**config.mk**
```make
export PLATFORM = sky130hd
export DESIGN_NAME = thermal_irq_monitor
export DESIGN_NICKNAME = d
export VERILOG_FILES = /design/src/rtl/thm_pkg.sv /design/src/rtl/thm_cross.sv /design/src/rtl/thm_emul.sv /design/src/rtl/thermal_irq_monitor.sv
export SDC_FILE = /design/constraint.sdc
export NUM_CORES = 1
export LEC_CHECK = 0
export CAP_MARGIN = 15
export CORE_UTILIZATION = 30
export CTS_BUF_LIST = sky130_fd_sc_hd__clkbuf_4
export DETAILED_ROUTE_END_ITERATION = 12
export DONT_BUFFER_PORTS = 1
export PLACE_DENSITY = 0.48
export SYNTH_ARGS = -nofsm -noshare
export SYNTH_HDL_FRONTEND = slang
export SYNTH_HIERARCHICAL = 1
export SYNTH_SLANG_ARGS = --single-unit
```
**constraint.sdc**
```tcl
create_clock -name clk -period 3.5 [get_ports clk]
set_input_delay 0.35 -clock clk [delete_from_list [all_inputs] [get_ports clk]]
set_output_delay 0.35 -clock clk [all_outputs]
set_load 0.005 [all_outputs]
```
**src/rtl/thm_pkg.sv**
```systemverilog
package thm_pkg;
    localparam int ADDR_W = 8;
    localparam int DATA_W = 32;

    localparam logic [ADDR_W-1:0] OFS_CTRL  = 8'h20;
    localparam logic [ADDR_W-1:0] OFS_READY = 8'h28;
    localparam logic [ADDR_W-1:0] OFS_TEMP  = 8'h40;
    localparam logic [ADDR_W-1:0] OFS_RISE  = 8'h50;
    localparam logic [ADDR_W-1:0] OFS_FALL  = 8'h54;
    localparam logic [ADDR_W-1:0] OFS_INTEN = 8'h70;
    localparam logic [ADDR_W-1:0] OFS_STAT  = 8'h74;
    localparam logic [ADDR_W-1:0] OFS_CLR   = 8'h78;
    localparam logic [ADDR_W-1:0] OFS_EMUL  = 8'h80;

    // enable, mode [15:13], gain [11:8], reference [28:24]
    localparam logic [DATA_W-1:0] CTRL_KEEP = 32'h1F00_EF01;

    localparam int LANE_STRIDE = 4;
    localparam int FALL_BASE   = 16;
    localparam int EMUL_CODE_LSB = 8;
    localparam int EMUL_DLY_LSB  = 16;

    function automatic logic [DATA_W-1:0] lane_mask(input int count, input int base);
        logic [DATA_W-1:0] m;
        m = '0;
        for (int k = 0; k < count; k++) m[base + LANE_STRIDE*k] = 1'b1;
        return m;
    endfunction
endpackage

```
**src/rtl/thm_cross.sv**
```systemverilog
module thm_cross #(
    parameter int  CODE_W  = 8,
    parameter bit  RISING  = 1'b1
) (
    input  logic [CODE_W-1:0] code,
    input  logic [CODE_W-1:0] thr,
    input  logic              at_or_above_q,
    output logic              at_or_above_d,
    output logic              hit
);
    logic ge;
    assign ge            = (code >= thr);
    assign at_or_above_d = ge;

    generate
        if (RISING) begin : g_up
            assign hit = ge & ~at_or_above_q;
        end else begin : g_down
            assign hit = ~ge & at_or_above_q;
        end
    endgenerate
endmodule

```
**src/rtl/thm_emul.sv**
```systemverilog
module thm_emul #(
    parameter int DELAY_W = 16
) (
    input  logic               clk,
    input  logic               rst_n,
    input  logic               load,
    input  logic [DELAY_W-1:0] delay,
    input  logic               tick,
    input  logic               enable,
    output logic               active
);
    logic [DELAY_W-1:0] cnt_d, cnt_q;

    always_comb begin
        cnt_d = cnt_q;
        if (load)
            cnt_d = delay;
        else if (tick && cnt_q != '0)
            cnt_d = cnt_q - 1'b1;
    end

    always_ff @(posedge clk or negedge rst_n) begin
        if (!rst_n) cnt_q <= '0;
        else        cnt_q <= cnt_d;
    end

    assign active = enable && (cnt_q == '0);
endmodule

```
**src/rtl/thermal_irq_monitor.sv**
```systemverilog
module thermal_irq_monitor
    import thm_pkg::*;
#(
    parameter int CODE_W   = 8,
    parameter int NUM_RISE = 4,
    parameter int NUM_FALL = 3,
    parameter int DELAY_W  = 16
) (
    input  logic              clk,
    input  logic              rst_n,
    input  logic              sample_stb,
    input  logic [CODE_W-1:0] sensor_code,
    input  logic              bus_wr,
    input  logic [ADDR_W-1:0] bus_addr,
    input  logic [DATA_W-1:0] bus_wdata,
    output logic [DATA_W-1:0] bus_rdata,
    output logic              irq
);
    localparam logic [DATA_W-1:0] RISE_BITS = lane_mask(NUM_RISE, 0);
    localparam logic [DATA_W-1:0] FALL_BITS = lane_mask(NUM_FALL, FALL_BASE);
    localparam logic [DATA_W-1:0] IRQ_BITS  = RISE_BITS | FALL_BITS;

    typedef struct packed {
        logic [DATA_W-1:0]   ctrl;
        logic [DATA_W-1:0]   rise_thr;
        logic [DATA_W-1:0]   fall_thr;
        logic [DATA_W-1:0]   inten;
        logic [DATA_W-1:0]   stat;
        logic [DATA_W-1:0]   emul;
        logic [CODE_W-1:0]   temp;
        logic [NUM_RISE-1:0] up_ge;
        logic [NUM_FALL-1:0] dn_ge;
        logic                ready;
    } mon_state_t;

    mon_state_t s_d, s_q;

    logic              core_en;
    logic              emul_on;
    logic [CODE_W-1:0] eff_code;
    logic [NUM_RISE-1:0] up_hit, up_ge_d;
    logic [NUM_FALL-1:0] dn_hit, dn_ge_d;
    logic [DATA_W-1:0] evt_bits;
    logic              wr_emul;

    assign core_en  = s_q.ctrl[0];
    assign eff_code = emul_on ? s_q.emul[EMUL_CODE_LSB +: CODE_W] : sensor_code;
    assign wr_emul  = bus_wr && (bus_addr == OFS_EMUL) && bus_wdata[0];

    thm_emul #(.DELAY_W(DELAY_W)) u_emul (
        .clk    (clk),
        .rst_n  (rst_n),
        .load   (wr_emul),
        .delay  (bus_wdata[EMUL_DLY_LSB +: DELAY_W]),
        .tick   (sample_stb && core_en),
        .enable (s_q.emul[0]),
        .active (emul_on)
    );

    generate
        for (genvar i = 0; i < NUM_RISE; i++) begin : g_rise
            thm_cross #(.CODE_W(CODE_W), .RISING(1'b1)) u_cmp (
                .code          (eff_code),
                .thr           (s_q.rise_thr[CODE_W*i +: CODE_W]),
                .at_or_above_q (s_q.up_ge[i]),
                .at_or_above_d (up_ge_d[i]),
                .hit           (up_hit[i])
            );
        end
        for (genvar j = 0; j < NUM_FALL; j++) begin : g_fall
            thm_cross #(.CODE_W(CODE_W), .RISING(1'b0)) u_cmp (
                .code          (eff_code),
                .thr           (s_q.fall_thr[CODE_W*j +: CODE_W]),
                .at_or_above_q (s_q.dn_ge[j]),
                .at_or_above_d (dn_ge_d[j]),
                .hit           (dn_hit[j])
            );
        end
    endgenerate

    always_comb begin
        evt_bits = '0;
        for (int i = 0; i < NUM_RISE; i++) evt_bits[LANE_STRIDE*i] = up_hit[i];
        for (int j = 0; j < NUM_FALL; j++) evt_bits[FALL_BASE + LANE_STRIDE*j] = dn_hit[j];
    end

    always_comb begin
        s_d       = s_q;
        s_d.ready = 1'b1;
        if (bus_wr) begin
            case (bus_addr)
                OFS_CTRL:  s_d.ctrl     = bus_wdata & CTRL_KEEP;
                OFS_RISE:  s_d.rise_thr = bus_wdata;
                OFS_FALL:  s_d.fall_thr = bus_wdata;
                OFS_INTEN: s_d.inten    = bus_wdata & IRQ_BITS;
                OFS_CLR:   s_d.stat     = s_q.stat & ~(bus_wdata & IRQ_BITS);
                OFS_EMUL:  s_d.emul     = bus_wdata;
                default: ;
            endcase
        end
        if (sample_stb && core_en) begin
            s_d.temp  = eff_code;
            s_d.up_ge = up_ge_d;
            s_d.dn_ge = dn_ge_d;
            s_d.stat  = s_d.stat | evt_bits;
        end
    end

    always_ff @(posedge clk or negedge rst_n) begin
        if (!rst_n) s_q <= '0;
        else        s_q <= s_d;
    end

    always_comb begin
        case (bus_addr)
            OFS_CTRL:  bus_rdata = s_q.ctrl;
            OFS_READY: bus_rdata = DATA_W'(s_q.ready);
            OFS_TEMP:  bus_rdata = DATA_W'(s_q.temp);
            OFS_RISE:  bus_rdata = s_q.rise_thr;
            OFS_FALL:  bus_rdata = s_q.fall_thr;
            OFS_INTEN: bus_rdata = s_q.inten;
            OFS_STAT:  bus_rdata = s_q.stat;
            OFS_EMUL:  bus_rdata = s_q.emul;
            default:   bus_rdata = '0;
        endcase
    end

    assign irq = |(s_q.stat & s_q.inten);
endmodule

```
==> results.env <==
LEADING_CELL_TYPE_IN_THE_LAYOUT_FILL_AND_TAPS_EXCLUDED='sky130_fd_sc_hd__dfrtp_1'
GRT.OVERFLOW.TOTAL=0
SYNTH_CELLS=815
DATA_ARRIVAL_CRITICAL_PATH_NS=3.76
TIMING.CRITICAL_PATH.CELLS='inv_1, ha_1, nor2b_1, nand2_1, nor2_2, and2_2, buf_4, mux2_4, ha_1, a2111oi_4, a2111oi_2, o21ba_1, a22o_1'
LAYOUT.CELLS.NON_FILLER=1258
YOSYS_WARNINGS=6
DRIVE_ABOVE_1_SHARE_PCT=15.4
STATIC-LEAKAGE-POWER_nW=4.74
ANTENNA_VIOLATIONS_BEFORE_REPAIR=3
DETAIL_ROUTE.FIRST_PASS.ITERATIONS=5
GRT_UTIL_ALL_LAYERS_PCT=18.2
TRITONCTS_CLOCK_TREE='built'
NUM_VIAS=6482
PIN_COUNT_OF_THE_BIGGEST_NET_ENTERING_GLOBAL_ROUTING=156
PORT-BUFFER-COUNT=0
CLKTRANSATPATHREGS_NS=0.16
COMMONEST_NON_FILL_NON_TAP_CELLS_IN_THE_LAYOUT='sky130_fd_sc_hd__dfrtp_1, sky130_fd_sc_hd__nand2_1, sky130_fd_sc_hd__mux2_1, sky130_fd_sc_hd__inv_1, sky130_fd_sc_hd__ha_1'
FINAL.HOLD.WORST_SLACK_NS=-0.559
TOP_LEVEL_PINS=85
R2R_SLACK_NS=0.20
FINALCRITPERIODSHARE_PCT=94.2
PLACEMENTROWS=63
NNETSFINAL=962
DIEAREA_UM2=30800
MAXSLEWVIOLCOUNT=0
POST-CTS-SETUP-BUFFER-COUNT=0
FLOW.AREA_GROWTH_FROM_SYNTHESIS_PCT=12.7
FINAL.MIN_CLOCK_PERIOD_NS=3.30
ANTENNA_VIOL_NETS_FINAL=0
TIMING_WORST_SLEW_PIN_VALUE_NS=0.772
POWER-PER-CELL-AREA_nW_PER_UM2=405
NETLIST_AREA_UM2=9020
BIGGEST_AREA_CONSUMER_AMONG_SYNTHESIZED_CELLS='sky130_fd_sc_hd__dfrtp_1'
CRITPATHKIND='register to register'
CLOCK_SINKS=155
FP.COREAREA_UM2=29600
WORST_SLEW_MARGIN_REL_PCT=48.5
DIE-HEIGHT_UM=175
IR_WORST_VDD_uV=276
NUMBER_OF_SYNTHESIZED_FLOPS_WITH_AN_ENABLE_PIN=0
ROUTEDWLPERCELL_UM=21.5
ENDPOINT_KIND='register'
WORSTHOLDPATHTYPE='input pin to async pin'
SYN_NETS=924
FINALSETUPVIOLCOUNT=0
HTREE_LEVELS=4
HOLD_VIOL_FINAL=155
DRTITER0DRC=370
PLACE_INST=1192
INSERTION_DELAY_NS=0.59
GLOBALPLACE.CONGESTION=0.829
VIA_PER_INST=5.15
VIOLATED_CHECKS='hold timing'
SKEW_NS=0.0350
SLOWEST_CELL_DELAY_ON_CRITICAL_PATH_NS=0.44
CTS-ROOT-BUF='sky130_fd_sc_hd__clkbuf_4'
NETLIST.AREA_LEADER.SHARE_PCT=43.0
GRT_PASS1_WL_UM=41800
HPWL_DP_UM=18800
CTSHOLDBUFFERS=32
CRIT_FANOUT=8
CLK_PATH_BUF_DEPTH=2
DPL-INSTANCE-AREA_UM2=9520
MAXCAPVIOLCOUNT=0
SYNTH_ASYNC_SR_FLOP_SHARE_PCT=100
RR_WORST_DEPTH=13
DRT_DRC_VIOLATIONS_LEFT=0
MAXCLOCKFREQUENCY_GHz=0.303
AVGSYNTHCELLAREA_UM2=11.1
CTS_MADE_BUFFERS=17
DRT-TOTAL-WL_UM=27000
SHARE_OF_SYNTHESIZED_AREA_OCCUPIED_BY_FLIP_FLOPS_AND_LATCHES_PCT=43.0
CRITICAL_PATH.STARTPOINT_TYPE='register'
YOSYS-TOP-CELLS-AREA='sky130_fd_sc_hd__dfrtp_1, sky130_fd_sc_hd__mux2_1, sky130_fd_sc_hd__ha_1, sky130_fd_sc_hd__mux2_4, sky130_fd_sc_hd__a22oi_1'
NETLIST-CELL-TYPE-COUNT=65
WORST_EP_REQUIRED_TIME_NS=3.97
FINAL_UTIL_PCT=34.3
FINAL_CELL_AREA_UM2=10200
VIAS_IN_THE_FIRST_GLOBAL_ROUTE=6651
SYNTH-MAIN-FF-CELL='sky130_fd_sc_hd__dfrtp_1'
SLOWEST_STAGE='sky130_fd_sc_hd__dfrtp_1'
DIE_WIDTH_UM=175
FIN_TOTAL_PWR_mW=4.11
INITIAL_UTIL_PCT=30.4
FILLERS=3114
WORST_PATH_MOST_REPEATED_CELL='sky130_fd_sc_hd__ha_1'
OUTCOME='finished with violations'
YOSYS_REGISTER_BITS=155
## through the flow
stage | setup slack, ns | setup TNS (ns) | hold WS (ns)
3_3_place_gp | 0.203 | 0 | 0.0609
3_5_place_dp | 0.0707 | 0 | 0.0602
4_1_cts | 0.0379 | 0 | -0.625
6_report | 0.204 | 0 | -0.559
5_1_grt | -0.00245 | -0.00245 | -0.631
2_1_floorplan | 0.0513 | 0 | 0.0544
## kinds of logic after synthesis
kind of cell	share of synthesized area, %
flip-flops	43.0
AO/OA/AOI/OAI	14.9
AND/OR/NAND/NOR	11.8
adder cells (fa/ha/maj)	7.91
buffers and inverters	4.75
multiplexers	17.6
other	0.0416
## repair_timing
item                                   4_1_cts  5_1_grt
gates resized for setup                      0        9
setup endpoints to repair                    0       14
endpoints found under the hold margin      293      155
## registers in the layout (all words and copies together) (netlist names)
| signal | flops |
|---|---|
| core_en | 1 |
| u_emul/cnt_q | 16 |
| s_q | 138 |
## layer usage
metal	track usage [%]	share of wire (%)	wire [um]
met1	24.5	47	12600
met4	4.82	1.6	443
met2	29.2	47	12700
met5	0	0.030	8
met3	4.42	4.7	1280
## worst max-delay path, delay by kind of cell (launching register included)
family / cells / cell delay, ns
AOI/OAI and AO/OA: 4 / 0.83
adders and majority gates: 2 / 0.56
buffers and inverters: 2 / 0.28
DFF: 1 / 0.44
muxes: 1 / 0.39
and+or+nand+nor: 4 / 0.69
## report_power, final
part           switching (mW)  internal, mW  total (mW)
registers               0.167          1.97        2.14
clock network           0.708         0.431        1.14
logic                   0.432         0.404       0.836
total                    1.31          2.80        4.11
## cells in the mapped netlist (3+ instances only)
cell and n:
sky130_fd_sc_hd__dfrtp_1 155, sky130_fd_sc_hd__nand2_1 91, sky130_fd_sc_hd__mux2_1 73, sky130_fd_sc_hd__inv_1 66
sky130_fd_sc_hd__ha_1 57, sky130_fd_sc_hd__a22oi_1 47, sky130_fd_sc_hd__mux2_4 30, sky130_fd_sc_hd__o21ai_0 22
sky130_fd_sc_hd__a21oi_1 19, sky130_fd_sc_hd__mux2_2 18, sky130_fd_sc_hd__clkbuf_1 17, sky130_fd_sc_hd__nor2_1 17
sky130_fd_sc_hd__nand3_1 15, sky130_fd_sc_hd__buf_2 12, sky130_fd_sc_hd__mux2i_1 11, sky130_fd_sc_hd__o21ai_1 11
sky130_fd_sc_hd__a22o_1 9, sky130_fd_sc_hd__o22ai_1 8, sky130_fd_sc_hd__o31ai_1 8, sky130_fd_sc_hd__or4_1 8
sky130_fd_sc_hd__a31oi_1 7, sky130_fd_sc_hd__nand2b_1 6, sky130_fd_sc_hd__or3_1 6, sky130_fd_sc_hd__a21o_1 5
sky130_fd_sc_hd__a2bb2oi_1 5, sky130_fd_sc_hd__nand4_1 5, sky130_fd_sc_hd__nor3_1 5, sky130_fd_sc_hd__a2111oi_2 4
sky130_fd_sc_hd__a2111oi_4 4, sky130_fd_sc_hd__a222oi_1 4, sky130_fd_sc_hd__and2_1 4, sky130_fd_sc_hd__nand2b_4 4
sky130_fd_sc_hd__nor2b_1 4, sky130_fd_sc_hd__o21a_1 4, sky130_fd_sc_hd__o21ba_1 4, sky130_fd_sc_hd__or2_1 4
sky130_fd_sc_hd__a21oi_2 3, sky130_fd_sc_hd__buf_6 3, sky130_fd_sc_hd__nand2_2 3, sky130_fd_sc_hd__o311a_1 3
## cell type report
class                   count  area, um^2  share of cell area [%]
diodes                      2        5.00                  0.0493
clock buffers              18         135                    1.33
flip-flops and latches    155        3880                    38.2
multi-input cells         558        4750                    46.8
clock inverters            14         146                    1.44
well taps                 390         488                    4.80
repair buffers             55         505                    4.98
inverters                  66         248                    2.44
## worst paths after layout
kind                                                   from                  end
worst max register to register  u_emul/cnt_q[0]$_DFFE_PN0P_    s_q[60]$_DFF_PN0_
worst min register to register           s_q[5]$_DFFE_PN0P_   s_q[5]$_DFFE_PN0P_
min in group clk                                     bus_wr  core_en$_DFFE_PN0P_
worst min-delay path                                  rst_n  core_en$_DFFE_PN0P_
worst max-delay path            u_emul/cnt_q[0]$_DFFE_PN0P_    s_q[60]$_DFF_PN0_
max in group asynchronous                             rst_n  s_q[35]$_DFFE_PN0P_
(Power assumes the default switching activity.)
